--- src/rtl/two_addr_alu.sv ---
module two_addr_alu #(
  parameter int DATA_W     = 8,
  parameter int NREGS      = 8,
  parameter bit OR_COMBINE = 1'b0,
  localparam int IDX_W     = $clog2(NREGS),
  localparam int OP_W      = 3,
  localparam int NSEL      = 2 ** OP_W,
  localparam int NUNITS    = 6
) (
  input  logic              clk,
  input  logic              rst,
  input  logic              ins_valid,
  input  logic [IDX_W-1:0]  src_idx,
  input  logic [IDX_W-1:0]  dst_idx,
  input  logic [OP_W-1:0]   opcode,
  input  logic              dbg_we,
  input  logic [IDX_W-1:0]  dbg_idx,
  input  logic [DATA_W-1:0] dbg_wdata,
  output logic [DATA_W-1:0] dbg_rdata
);

  logic [NREGS-1:0][DATA_W-1:0] rf;
  logic [NSEL-1:0][DATA_W-1:0]  unit_out;
  logic [DATA_W-1:0]            opd_d, opd_s, result;
  logic                         op_ok;

  assign opd_d = rf[dst_idx];
  assign opd_s = rf[src_idx];
  assign op_ok = opcode < OP_W'(NUNITS);

  assign unit_out[0] = opd_d + opd_s;
  assign unit_out[1] = opd_d - opd_s;
  assign unit_out[2] = opd_d & opd_s;
  assign unit_out[3] = opd_d | opd_s;
  assign unit_out[4] = opd_d ^ opd_s;
  assign unit_out[5] = opd_s;

  generate
    for (genvar u = NUNITS; u < NSEL; u++) begin : g_idle
      assign unit_out[u] = '0;
    end

    if (OR_COMBINE) begin : g_or
      logic [NSEL-1:0] unit_en;
      assign unit_en = op_ok ? (NSEL'(1) << opcode) : '0;
      always_comb begin
        result = '0;
        for (int u = 0; u < NSEL; u++)
          result = result | (unit_out[u] & {DATA_W{unit_en[u]}});
      end
    end else begin : g_mux
      assign result = unit_out[opcode];
    end
  endgenerate

  always_ff @(posedge clk) begin
    if (rst) begin
      rf <= '0;
    end else begin
      if (dbg_we)
        rf[dbg_idx] <= dbg_wdata;
      if (ins_valid && op_ok)
        rf[dst_idx] <= result;
    end
  end

  assign dbg_rdata = rf[dbg_idx];

endmodule


--- config.mk ---
export PLATFORM = sky130hd
export DESIGN_NAME = two_addr_alu
export DESIGN_NICKNAME = d
export VERILOG_FILES = /design/src/rtl/two_addr_alu.sv
export SDC_FILE = /design/constraint.sdc
export NUM_CORES = 1
export LEC_CHECK = 0
export BUFFER_PORTS_ARGS = -buffer_cell sky130_fd_sc_hd__buf_4
export CORE_MARGIN = 3
export CORE_UTILIZATION = 57
export CTS_BUF_LIST = sky130_fd_sc_hd__clkbuf_16
export CTS_CLUSTER_DIAMETER = 120
export DETAILED_ROUTE_END_ITERATION = 7
export PLACE_DENSITY = 0.75
export SLEW_MARGIN = 20
export SYNTH_ARGS = -nofsm -noshare
export SYNTH_HDL_FRONTEND = slang
export SYNTH_SLANG_ARGS = --single-unit
--- constraint.sdc ---
create_clock -name clk -period 5.3 [get_ports clk]
set_input_delay 1.06 -clock clk [delete_from_list [all_inputs] [get_ports clk]]
set_output_delay 1.06 -clock clk [all_outputs]
set_load 0.01 [all_outputs]
==> results.md, run 1 <==
* Fin. max-slew vios at 0
* Most area-hungry cell type in the Yosys netlist: sky130_fd_sc_hd__dfxtp_1
* Mean Syn Cell Area at 8.92 um2
* Post-CTS Hold Fix Bufs at 0
* Fraction of final layout cells sized beyond drive strength 1 at 0.229
* GP Congestion at 1.00
* Buffer count from post-CTS setup fixing at 0
* Number of core rows at 35
* Headroom to the max-slew limit at 0.256
* Final hold violation count at 0
* Die area at 0.0113 mm2
* Reg-to-reg setup timing slack at 1.69 ns
* Clk sinks at 64
* Count of placed standard cells including taps at 751
* X dimension of the die at around 110 um
* Element type at the critical path start: input port
* ANT nets after route at 0
* Number of global-route vias before repair at 5359
* Initial Util at 0.603
* Number of CTS-inserted buffers at 9
* Number of ports placed on the die boundary at 32
* Clk pin slew, worst setup/hold paths at 0.05 ns
* Worst Hold Launch: rf[52]$_SDFF_PP0_
* Number of DRC violations after detailed routing at 0
* Worst skew pair latency at 0.34 ns
* Delay of the slowest cell on the worst path at between 0.6 and 0.7 ns
* Kind of critical path: input port to flip-flop
* Top cell type's share of synthesized area at 0.224
* Most common cell after layout, fill and taps aside: sky130_fd_sc_hd__dfxtp_1
* Total overflow reported by the global router at 0
* DRC marker count from the first detailed-route iteration at 568
* Data arrival, critical path at 4.61 ns
* Port bufs at 31
* Period utilisation layout at 0.838
* Largest cells by area after synthesis: sky130_fd_sc_hd__dfxtp_1, sky130_fd_sc_hd__mux4_2, sky130_fd_sc_hd__mux2_2
* Status: finished clean
* Worst-path maximum fanout at 24
* Number of nets in the synthesized netlist at slightly below 700
* Setup repair after global routing missed its margin: false
* Antenna violations before repair at 0
* Average vias per placed instance at 7.29
* Final nets at 682
* Clock period minus final worst setup slack at 4.44 ns
* Number of synthesized register bits at 64
* Cell count after synthesis at about 640
* Post-detailed-route wirelength per cell at 24.6 um
* Number of gates resized after CTS at 0
* Maximum number of buffers from clock root to sink at 2
* Number of filler cells placed in the layout at about 780
* Startpoint of the worst register-to-register path: rf[13]$_SDFF_PP0_
* Clock tree from TritonCTS: done
* Clk root buf: sky130_fd_sc_hd__clkbuf_16
* Type of element capturing the critical path: flip-flop
* Wire length of the first global-routing pass at 30000 um
* Worst hold path class: flip-flop to flip-flop
* Endpoint of the worst register-to-register path: rf[22]$_SDFF_PP0_
* Detailed placement HPWL at 12500 um
* Vias after detailed routing at 5586
* Number of warnings printed during yosys synthesis at 0
* Worst reg-to-reg path cell count at 9
* Count of flip-flops with a built-in enable after synthesis at 0
* Peak supply drop at 154 uV
* Total global routing track utilization at 0.340
* Largest registers ranked by flip-flop count: rf (64)
* Number of distinct library cells after synthesis at 55
* Static Leak at 0.00242 uW
* Most frequent cells in the layout: sky130_fd_sc_hd__dfxtp_1, sky130_fd_sc_hd__a211oi_1, sky130_fd_sc_hd__mux2_2
* Maximum clock frequency at 225 MHz
* Routed wire length at 18800 um
* Relative area change from synthesis to final layout at 9.41%
* Critical-path cell with the highest stage delay: sky130_fd_sc_hd__mux2i_1
* Max-cap check violation count at 0
* Top flip-flop cell by instance count after synthesis: sky130_fd_sc_hd__dfxtp_1
* Iteration count of the initial detailed-routing pass at 5
* H-tree level count at 3
* Biggest register: rf
* Number of antenna repair diodes at 0
* End point of the critical path: rf[22]$_SDFF_PP0_
* Floorplan Core Area at 0.00950 mm2
* Slew of the pin with the lowest slew margin at 1.10 ns
* CP cell instances: buf_4, clkinv_1, nor2_1, a22o_1, a21oi_1, o211ai_1, ha_1, inv_1, fa_1, nand2b_1, a2111oi_0, a311oi_1, mux2i_1, a211oi_1
* Die outline height at 106 um
* Async S/R FF share, synth at 0
* Flip-flop count of the largest register, all copies and words added at 64
* Largest net degree at the start of global routing at 38
* Worst EP required at 5.47 ns
* Number of setup violations in the final report at 0
* Setup TNS Final at 0 ns
* Non-filler cells in the finished layout at 766
* Ratio of total power to cell area at 243 mW/mm2
* Cell area after synthesis at approximately 0.0057 mm2
* Final worst clock skew at 0.00500 ns
* Crit. Startpoint: dst_idx[0]
* Sequential area share after synthesis at 0.224
worst min path at each step:
stage          slack, ns  cells past startpoint           endpoint
4_1_cts             0.71                      3  rf[46]$_SDFF_PP0_
2_1_floorplan       0.64                      3  rf[52]$_SDFF_PP0_
3_3_place_gp        0.66                      3  rf[46]$_SDFF_PP0_
3_5_place_dp        0.69                      3  rf[52]$_SDFF_PP0_
5_1_grt             0.76                      3  rf[50]$_SDFF_PP0_
6_report            0.71                      3  rf[52]$_SDFF_PP0_
critical path, delay by kind of cell:
family,cells,cell delay [ns]
AOI/OAI and AO/OA,6,1.07
adders and majority gates,2,0.69
buffers and inverters,3,0.63
muxes,1,0.69
and+or+nand+nor,2,0.45
power breakdown:
part / switching (uW) / internal [uW]
Sequential: 23.0 / 503
Combinational: 206 / 146
Clock: 237 / 407
Total: 466 / 1060
kinds of logic (layout without fill, tap and decap cells):
family / count (synthesis) / after routing / share of synthesized area
XOR/XNOR: 1 / 1 / 0.00153
multiplexers: 105 / 105 / 0.264
adder cells (fa/ha/maj): 25 / 25 / 0.0572
AND/OR/NAND/NOR: 160 / 160 / 0.151
AO/OA/AOI/OAI: 209 / 209 / 0.248
flip-flops: 64 / 64 / 0.224
buffers and inverters: 78 / 73 / 0.0546
through the flow:
step / cell area, um2 / total power (uW) / util / setup slack, ns / hold slack, ns
2_1_floorplan: 5730 / 780 / - / 0.901 / 0.643
3_3_place_gp: 5950 / 867 / 0.626 / 0.787 / 0.664
3_5_place_dp: 5950 / 879 / 0.626 / 0.652 / 0.687
4_1_cts: 6260 / 1510 / 0.659 / 0.958 / 0.705
5_1_grt: 6270 / 1570 / 0.660 / 0.582 / 0.758
6_report: 6270 / 1520 / 0.660 / 0.860 / 0.706
cells in the mapped netlist (all sizes together) (2+ instances only):
library cell  instances
nor2b                42
dfxtp                64
a21o                  2
nor3                 17
a31oi                16
or3                   2
and3                  8
nor4bb                2
nand2                22
nor2                 33
o21ai                43
a221o                 3
mux2                 51
and2                  4
a22oi                 7
nand4b                4
inv                  18
mux2i                22
a221oi                7
o211ai                6
a211oi               59
buf                  16
o221ai                2
a21oi                41
nand3b                2
ha                   23
a22o                  3
a2111oi               2
nand3                 9
clkbuf               41
nor3b                 3
fa                    2
nand4                 2
nand2b                7
clkinv                3
a311oi                9
mux4                 32
final cells by class:
type | count | area [um2] | area share
Clock buffer | 9 | 225 | 0.0359
Multi-Input combinational cell | 500 | 4160 | 0.663
Sequential cell | 64 | 1280 | 0.204
Inverter | 21 | 78.8 | 0.0126
Tap cell | 129 | 161 | 0.0257
Clock inverter | 6 | 85.1 | 0.0136
Timing Repair Buffer | 37 | 278 | 0.0443
metal layers:
metal | wire length, um | vias up | global-route usage
li1 | - | 2454 | -
met1 | 7310 | 2684 | 0.452
met2 | 8500 | 361 | 0.529
met3 | 1960 | 87 | 0.0553
met4 | 1050 | 0 | 0.179
met5 | 0 | - | 0
No activity file was read; power rests on OpenSTA's default activity.
==> run 2, diff against run 1 <==
--- a/config.mk
+++ b/config.mk
@@ -11,7 +11,7 @@
 export CTS_BUF_LIST = sky130_fd_sc_hd__clkbuf_16
 export CTS_CLUSTER_DIAMETER = 120
 export DETAILED_ROUTE_END_ITERATION = 7
-export PLACE_DENSITY = 0.75
+export PLACE_DENSITY = 0.78
 export SLEW_MARGIN = 20
 export SYNTH_ARGS = -nofsm -noshare
 export SYNTH_HDL_FRONTEND = slang
==> constraint.sdc (replaced) <==
create_clock -name clk -period 3.68 [get_ports clk]
set_input_delay 0.736 -clock clk [delete_from_list [all_inputs] [get_ports clk]]
set_output_delay 0.736 -clock clk [all_outputs]
set_load 0.01 [all_outputs]
==> run 2 against run 1 <==
  * Combinational power rose by 62%
  * Clock power up 31%
  * Critical path depth is 2 lower
  * Die area unchanged
  * Worst hold slack improved by 0.011 ns
  * Sequential power up 45%
  * First-iteration DRC count grew 24%
  * Total power grew 43%
  * Clock skew hardly changed
==> results.md, run 2 (same netlist as run 1, synthesis figures left out) <==
* Largest net degree at the start of global routing at 37 (-2.6%)
* Initial Util at 0.603 (unchanged)
* Clk pin slew, worst setup/hold paths at 0.06 ns (about the same)
* Slew of the pin with the lowest slew margin at 0.857 ns (-0.243 ns)
* Relative area change from synthesis to final layout at 14.7%
* Kind of critical path: input port to flip-flop
* Average vias per placed instance at 7.19 (-1.3%)
* Startpoint of the worst register-to-register path: rf[29]$_SDFF_PP0_
* Maximum number of buffers from clock root to sink at 2 (unchanged)
* Net switching share of the total power at 0.314 (+0.00753)
* Clk sinks at 64 (unchanged)
* Number of ports placed on the die boundary at 32 (unchanged)
* Detailed placement HPWL at 13300 um (+6.9%)
* Vias after detailed routing at 5820 (+4.2%)
* Reg area at 0.00128 mm2 (unchanged)
* Multi-input combinational cell area at 0.00417 mm2 (+0.24%)
* Fin. max-slew vios at 0 (unchanged)
* Biggest register: rf
* Non-filler cells in the finished layout at 809 (+5.6%)
* Clock tree from TritonCTS: done
* Max-cap check violation count at 0 (unchanged)
* CP cell instances: buf_4, mux2_2, a22oi_1, nor2_1, a221oi_2, ha_1, nor3_1, o21ai_0, a311oi_1, mux2i_2, buf_4, a211oi_1
* Clock period minus final worst setup slack at 3.56 ns
* Final hold violation count at 0 (unchanged)
* Number of gates resized after CTS at 0 (unchanged)
* Combinational group share of total power at 0.261 (+0.030)
* Post-detailed-route wirelength per cell at 24.0 um (-2.1%)
* Buffers and inverters on the worst path at 2 (-1)
* Clk root buf: sky130_fd_sc_hd__clkbuf_16
* Worst reg-to-reg path cell count at 10 (+1)
* Status: finished clean
* Total global routing track utilization at 0.346 (+0.00618)
* Largest registers ranked by flip-flop count: rf (64)
* Wire length of the first global-routing pass at 30200 um (+0.83%)
* Total overflow reported by the global router at 0 (unchanged)
* DRC marker count from the first detailed-route iteration at 703 (+24%)
* WP depth at 12 (-2)
* Crit. Startpoint: dst_idx[1]
* Worst EP required at 3.88 ns (-1.59 ns)
* Delay of the slowest cell on the worst path at 0.42 ns (-0.27 ns)
* CP most frequent cell: sky130_fd_sc_hd__buf_4
* Critical-path cell with the highest stage delay: sky130_fd_sc_hd__a311oi_1
* Worst-path maximum fanout at 11 (-54%)
* Worst hold path class: flip-flop to flip-flop
* Ratio of total power to cell area at 331 mW/mm2 (+36%)
* Cell Int Power at 1490 uW (+41%)
* Die outline height at 106 um (unchanged)
* Count of placed standard cells including taps at 793 (+5.6%)
* Worst skew pair latency at 0.34 ns (about the same)
* Number of CTS-inserted buffers at 9 (unchanged)
* Peak supply drop at 246 uV (+59%)
* Flip-flop count of the largest register, all copies and words added at 64 (unchanged)
* Fraction of final layout cells sized beyond drive strength 1 at 0.278 (+0.0487)
* Number of setup violations in the final report at 0 (unchanged)
* Clock power frac at 0.389 (-0.034)
* Endpoint of the worst register-to-register path: rf[22]$_SDFF_PP0_
* Final worst clock skew at 0.00535 ns (+0.000353 ns)
* Period utilisation layout at 0.967
* Type of element capturing the critical path: flip-flop
* Headroom to the max-slew limit at 0.427 (+0.171)
* Buffer count from post-CTS setup fixing at 0 (unchanged)
* Reg-to-reg setup timing slack at 0.42 ns (-1.27 ns)
* Iteration count of the initial detailed-routing pass at 6 (+1)
* Share of power burned in registers at 0.350 (+0.004)
* Port bufs at 31 (unchanged)
* Final nets at 724 (+6.2%)
* Die area at 0.0113 mm2 (unchanged)
* End point of the critical path: rf[22]$_SDFF_PP0_
* Antenna violations before repair at 0 (unchanged)
* Number of filler cells placed in the layout at 775 (-0.90%)
* Most frequent cells in the layout: sky130_fd_sc_hd__buf_4, sky130_fd_sc_hd__dfxtp_1, sky130_fd_sc_hd__a211oi_1
* Cell family contributing the most delay on the critical path: compound AO/OA/AOI/OAI gates
* Net Sw Power at 682 uW (+46%)
* Data arrival, critical path at 3.75 ns (-0.86 ns)
* Number of DRC violations after detailed routing at 0 (unchanged)
* ANT nets after route at 0 (unchanged)
* Static Leak at 0.00260 uW (+7.6%)
* Element type at the critical path start: input port
* Number of core rows at 35 (unchanged)
* H-tree level count at 3 (unchanged)
* GP Congestion at 1.06 (+5.3%)
* Post-CTS Hold Fix Bufs at 0 (unchanged)
* Most common cell after layout, fill and taps aside: sky130_fd_sc_hd__buf_4
* X dimension of the die at 106 um (unchanged)
* Maximum clock frequency at 281 MHz
* Routed wire length at 19500 um (+3.4%)
* Number of antenna repair diodes at 0 (unchanged)
* Number of global-route vias before repair at 5624 (+4.9%)
* Floorplan Core Area at 0.00950 mm2 (unchanged)
* Final core utilization at 0.692 (+0.0319)
* Setup repair after global routing missed its margin: false
run 2: cell types whose count changed in the layout (fill, tap and decap cells not counted), sizes merged:
| cell | before | now |
|---|---|---|
| clkinv | 5 | 7 |
| bufinv | 2 | 1 |
| buf | 37 | 79 |
run 2: how the worst min path moves through the flow:
stage	endpoint	startpoint	cells after the start	slack [ns]
2_1_floorplan	rf[46]$_SDFF_PP0_	rf[46]$_SDFF_PP0_	3	0.64
3_3_place_gp	rf[49]$_SDFF_PP0_	rf[49]$_SDFF_PP0_	3	0.68
3_5_place_dp	rf[49]$_SDFF_PP0_	rf[49]$_SDFF_PP0_	3	0.69
4_1_cts	rf[62]$_SDFF_PP0_	rf[62]$_SDFF_PP0_	3	0.72
5_1_grt	rf[50]$_SDFF_PP0_	rf[50]$_SDFF_PP0_	3	0.79
6_report	rf[62]$_SDFF_PP0_	rf[62]$_SDFF_PP0_	3	0.72
run 2: layout make-up:
| type | count | area share |
|---|---|---|
| inverter | 21 | 0.0120 |
| timing repair buffer | 79 | 0.0903 |
| sequential | 64 | 0.195 |
| clock buffer | 9 | 0.0343 |
| multi-input combinational | 500 | 0.634 |
| clock inverter | 7 | 0.00952 |
| tap | 129 | 0.0246 |
run 2: metal layers:
| metal | up-vias | wire length, um | track usage | part of all wire |
|---|---|---|---|---|
| li1 | 2539 | - | - | - |
| met1 | 2764 | 7510 | 0.454 | 0.39 |
| met2 | 409 | 8740 | 0.540 | 0.45 |
| met3 | 108 | 2100 | 0.0674 | 0.11 |
| met4 | 0 | 1100 | 0.178 | 0.056 |
| met5 | - | 0 | 0 | 0 |
run 2: stage by stage:
stage / hold WS, ns / instance area (um2) / power, uW / setup slack (ns) / setup TNS [ns]
finish: 0.717 / 6570 / 2170 / 0.121 / 0
floorplan: 0.643 / 5750 / 1130 / 0.0108 / 0
global placement: 0.677 / 6280 / 1310 / -0.0183 / -0.0712
detailed placement: 0.695 / 6280 / 1320 / -0.172 / -1.66
global route: 0.785 / 6570 / 2250 / 0.0386 / 0
CTS: 0.715 / 6560 / 2160 / 0.0856 / 0
run 2: tightest hold or removal path, cell delays in order, from the launching register on:
cell and delay, ns:
sky130_fd_sc_hd__dfxtp_1 0.35, sky130_fd_sc_hd__mux2_2 0.15, sky130_fd_sc_hd__o21ai_0 0.07, sky130_fd_sc_hd__a21oi_1 0.11
run 2: power by group through the flow:
| stage | Combinational [uW] | Clock, uW | Sequential (uW) |
|---|---|---|---|
| 6_report | 569 | 845 | 761 |
| 3_3_place_gp | 536 | 0 | 770 |
| 4_1_cts | 555 | 844 | 758 |
| 5_1_grt | 607 | 878 | 763 |
| 2_1_floorplan | 370 | 0 | 758 |
| 3_5_place_dp | 550 | 0 | 772 |
==> run 3, diff against run 2 <==
--- a/config.mk
+++ b/config.mk
@@ -12,6 +12,7 @@
 export CTS_CLUSTER_DIAMETER = 120
 export DETAILED_ROUTE_END_ITERATION = 7
 export PLACE_DENSITY = 0.78
+export REMOVE_ABC_BUFFERS = 1
 export SLEW_MARGIN = 20
 export SYNTH_ARGS = -nofsm -noshare
 export SYNTH_HDL_FRONTEND = slang
==> constraint.sdc (replaced) <==
create_clock -name clk -period 3.68 [get_ports clk]
set_input_delay 0.736 -clock clk [delete_from_list [all_inputs] [get_ports clk]]
set_output_delay 0.736 -clock clk [all_outputs]
set_load 0.02 [all_outputs]
==> run 3 against run 2 <==
  * Global-route usage down 1.0 points
  * Core utilization down 1.1 points
  * First-iteration DRC count rose by 13%
  * Sequential share of layout area grew 0.31 points
  * Clock-buffer cell count unchanged
  * Combinational power down 1%
  * Via count hardly changed
  * Critical endpoint is now rf[4]$_SDFF_PP0_
  * Largest power group unchanged
  * Highest routed layer unchanged
==> results.md, run 3 (same netlist as run 1, synthesis figures left out) <==
* Status: finished clean
* CP cell instances: buf_4, nor2_1, a22oi_1, o211ai_1, ha_1, inv_1, fa_1, nand2b_1, a211oi_1, a211oi_1, a211oi_4, a211oi_1
* Maximum number of buffers from clock root to sink at 2 (unchanged)
* Number of filler cells placed in the layout at 776 (+0.13%)
* Worst hold path class: flip-flop to flip-flop
* Relative area change from synthesis to final layout at 12.9%
* Flip-flop count of the largest register, all copies and words added at 64 (unchanged)
* Largest net degree at the start of global routing at 38 (+2.7%)
* Number of DRC violations after detailed routing at 0 (unchanged)
* Delay of the slowest cell on the worst path at 0.44 ns (+0.02 ns)
* Floorplan Core Area at 0.00950 mm2 (unchanged)
* Maximum clock frequency at 282 MHz (+0.48%)
* Port bufs at 31 (unchanged)
* Worst-case setup margin in the final layout at 0.138 ns (+0.0169 ns)
* Number of global-route vias before repair at 5650 (+0.46%)
* Sum of met3 wire segment lengths after detailed routing at 2450 um (+16%)
* Buffers and inverters on the worst path at 2 (unchanged)
* Non-filler cells in the finished layout at 795 (-1.7%)
* Element type at the critical path start: input port
* Buffer count from post-CTS setup fixing at 0 (unchanged)
* Kind of critical path: input port to flip-flop
* Clock power frac at 0.378 (-0.011)
* Iteration count of the initial detailed-routing pass at 7 (+1)
* Post-route met1 wirelength at 6870 um (-8.5%)
* Headroom to the max-slew limit at 0.465 (+0.0377)
* Placement-stage cell area at 0.00619 mm2 (-1.4%)
* Initial Util at 0.603 (unchanged)
* Slew of the pin with the lowest slew margin at 0.799 ns (-0.0582 ns)
* Average vias per placed instance at 7.33 (+1.8%)
* Net switching share of the total power at 0.306 (-0.00807)
* GP Congestion at 0.976 (-7.5%)
* ANT nets after route at 0 (unchanged)
* Critical-path cell with the highest stage delay: sky130_fd_sc_hd__fa_1
* Clock tree from TritonCTS: done
* Cell Int Power at 1480 uW (-1.1%)
* Fin. max-slew vios at 0 (unchanged)
* Clk sinks at 64 (unchanged)
* Count of placed standard cells including taps at 781 (-1.5%)
* X dimension of the die at 106 um (unchanged)
* Antenna violations before repair at 0 (unchanged)
* Static Leak at 0.00255 uW (-2.0%)
* Type of element capturing the critical path: flip-flop
* Number of core rows at 35 (unchanged)
* Total global routing track utilization at 0.336 (-0.0101)
* Detailed placement HPWL at 13200 um (-0.74%)
* Worst EP required at 3.84 ns (-0.04 ns)
* DRC marker count from the first detailed-route iteration at 791 (+13%)
* WP depth at 12 (unchanged)
* Final hold violation count at 0 (unchanged)
* Die outline height at 106 um (unchanged)
* Most frequent cells in the layout: sky130_fd_sc_hd__buf_4, sky130_fd_sc_hd__dfxtp_1, sky130_fd_sc_hd__a211oi_1
* Final worst clock skew at 0.00442 ns (-0.000930 ns)
* Number of antenna repair diodes at 0 (unchanged)
* Worst-path maximum fanout at 16 (+5)
* Peak supply drop at 227 uV (-7.7%)
* Routed wire length at 19200 um (-1.3%)
* Vias after detailed routing at 5824 (+0.069%)
* Cell family contributing the most delay on the critical path: compound AO/OA/AOI/OAI gates
* Uppermost metal layer occupied by signal nets: met4
* Worst skew pair latency at 0.32 ns (-0.02 ns)
* Number of CTS-inserted buffers at 9 (unchanged)
* Net Sw Power at 650 uW (-4.7%)
* Period utilisation layout at 0.962 (-0.00460)
* Number of setup violations in the final report at 0 (unchanged)
* Total overflow reported by the global router at 0 (unchanged)
* Final nets at 712 (-1.7%)
* Summed area of non-filler cells in the final layout at 0.00647 mm2 (-1.6%)
* Fraction of final layout cells sized beyond drive strength 1 at 0.258 (-0.0197)
* CP most frequent cell: sky130_fd_sc_hd__a211oi_1
* Max-cap check violation count at 0 (unchanged)
* Setup repair after global routing missed its margin: false
* Post-placement setup slack at -0.0877 ns (+0.0848 ns)
* Biggest register: rf
* Clock period minus final worst setup slack at 3.54 ns (-0.0169 ns)
* Post-detailed-route wirelength per cell at 24.2 um (+0.47%)
* Number of ports placed on the die boundary at 32 (unchanged)
* Combinational group share of total power at 0.264 (+0.003)
* Met2 Wirelength at 8780 um (+0.49%)
* Setup TNS Final at 0 ns (unchanged)
* Ratio of total power to cell area at 329 mW/mm2 (-0.65%)
* Clk pin slew, worst setup/hold paths at 0.05 ns (about the same)
* Wire length of the first global-routing pass at 29500 um (-2.5%)
* Worst reg-to-reg path cell count at 10 (unchanged)
* Largest registers ranked by flip-flop count: rf (64)
* H-tree level count at 3 (unchanged)
* Most common cell after layout, fill and taps aside: sky130_fd_sc_hd__buf_4
* Clk root buf: sky130_fd_sc_hd__clkbuf_16
* Hold-critical path depth at 3 (unchanged)
* Share of power burned in registers at 0.358 (+0.008)
* Post-CTS Hold Fix Bufs at 0 (unchanged)
* Die area at 0.0113 mm2 (unchanged)
* Data arrival, critical path at 3.70 ns (-0.05 ns)
run 3: metal layers:
metal / track usage / vias up
met4: 0.194 / 0
met5: 0 / -
met2: 0.541 / 457
met3: 0.0716 / 107
li1: - / 2510
met1: 0.414 / 2750
run 3: layout make-up:
| class | count | area (um2) | area share |
|---|---|---|---|
| sequential | 64 | 1280 | 0.198 |
| timing repair buffer | 67 | 515 | 0.0797 |
| clock buffer | 9 | 225 | 0.0348 |
| inverter | 21 | 78.8 | 0.0122 |
| multi-input combinational | 500 | 4160 | 0.642 |
| tap | 129 | 161 | 0.0250 |
| clock inverter | 5 | 50.0 | 0.00774 |
run 3: worst paths after layout:
kind | from | to | slack [ns]
min | rf[48]$_SDFF_PP0_ | rf[48]$_SDFF_PP0_ | 0.74
max reg2reg | rf[61]$_SDFF_PP0_ | rf[6]$_SDFF_PP0_ | 0.49
max | dst_idx[2] | rf[4]$_SDFF_PP0_ | 0.14
min reg2reg | rf[48]$_SDFF_PP0_ | rf[48]$_SDFF_PP0_ | 0.74
run 3: worst min-delay path, delay by kind of cell, from the launching register on:
family / cells / cell delay, ns
muxes: 1 / 0.16
DFF: 1 / 0.36
AOI/OAI and AO/OA: 2 / 0.18
run 3: stage by stage:
step | hold WS (ns) | util | power [uW]
final | 0.737 | 0.681 | 2130
after global routing | 0.769 | 0.681 | 2190
after CTS | 0.723 | 0.680 | 2110
after detailed placement | 0.711 | 0.651 | 1310
after global placement | 0.678 | 0.651 | 1290
after floorplan | 0.643 | - | 1080
run 3: repair_timing:
action                     in CTS  in global routing
setup endpoints to repair       0                  9
hold endpoints to repair        0                  0
gates resized for setup         0                  1
run 3: power groups by stage:
| stage | clock, uW | combinational, uW | sequential [uW] |
|---|---|---|---|
| after detailed placement | 0 | 543 | 771 |
| after global placement | 0 | 524 | 768 |
| after floorplan | 0 | 319 | 758 |
| after CTS | 804 | 547 | 757 |
| after global routing | 831 | 600 | 761 |
| final | 804 | 562 | 760 |
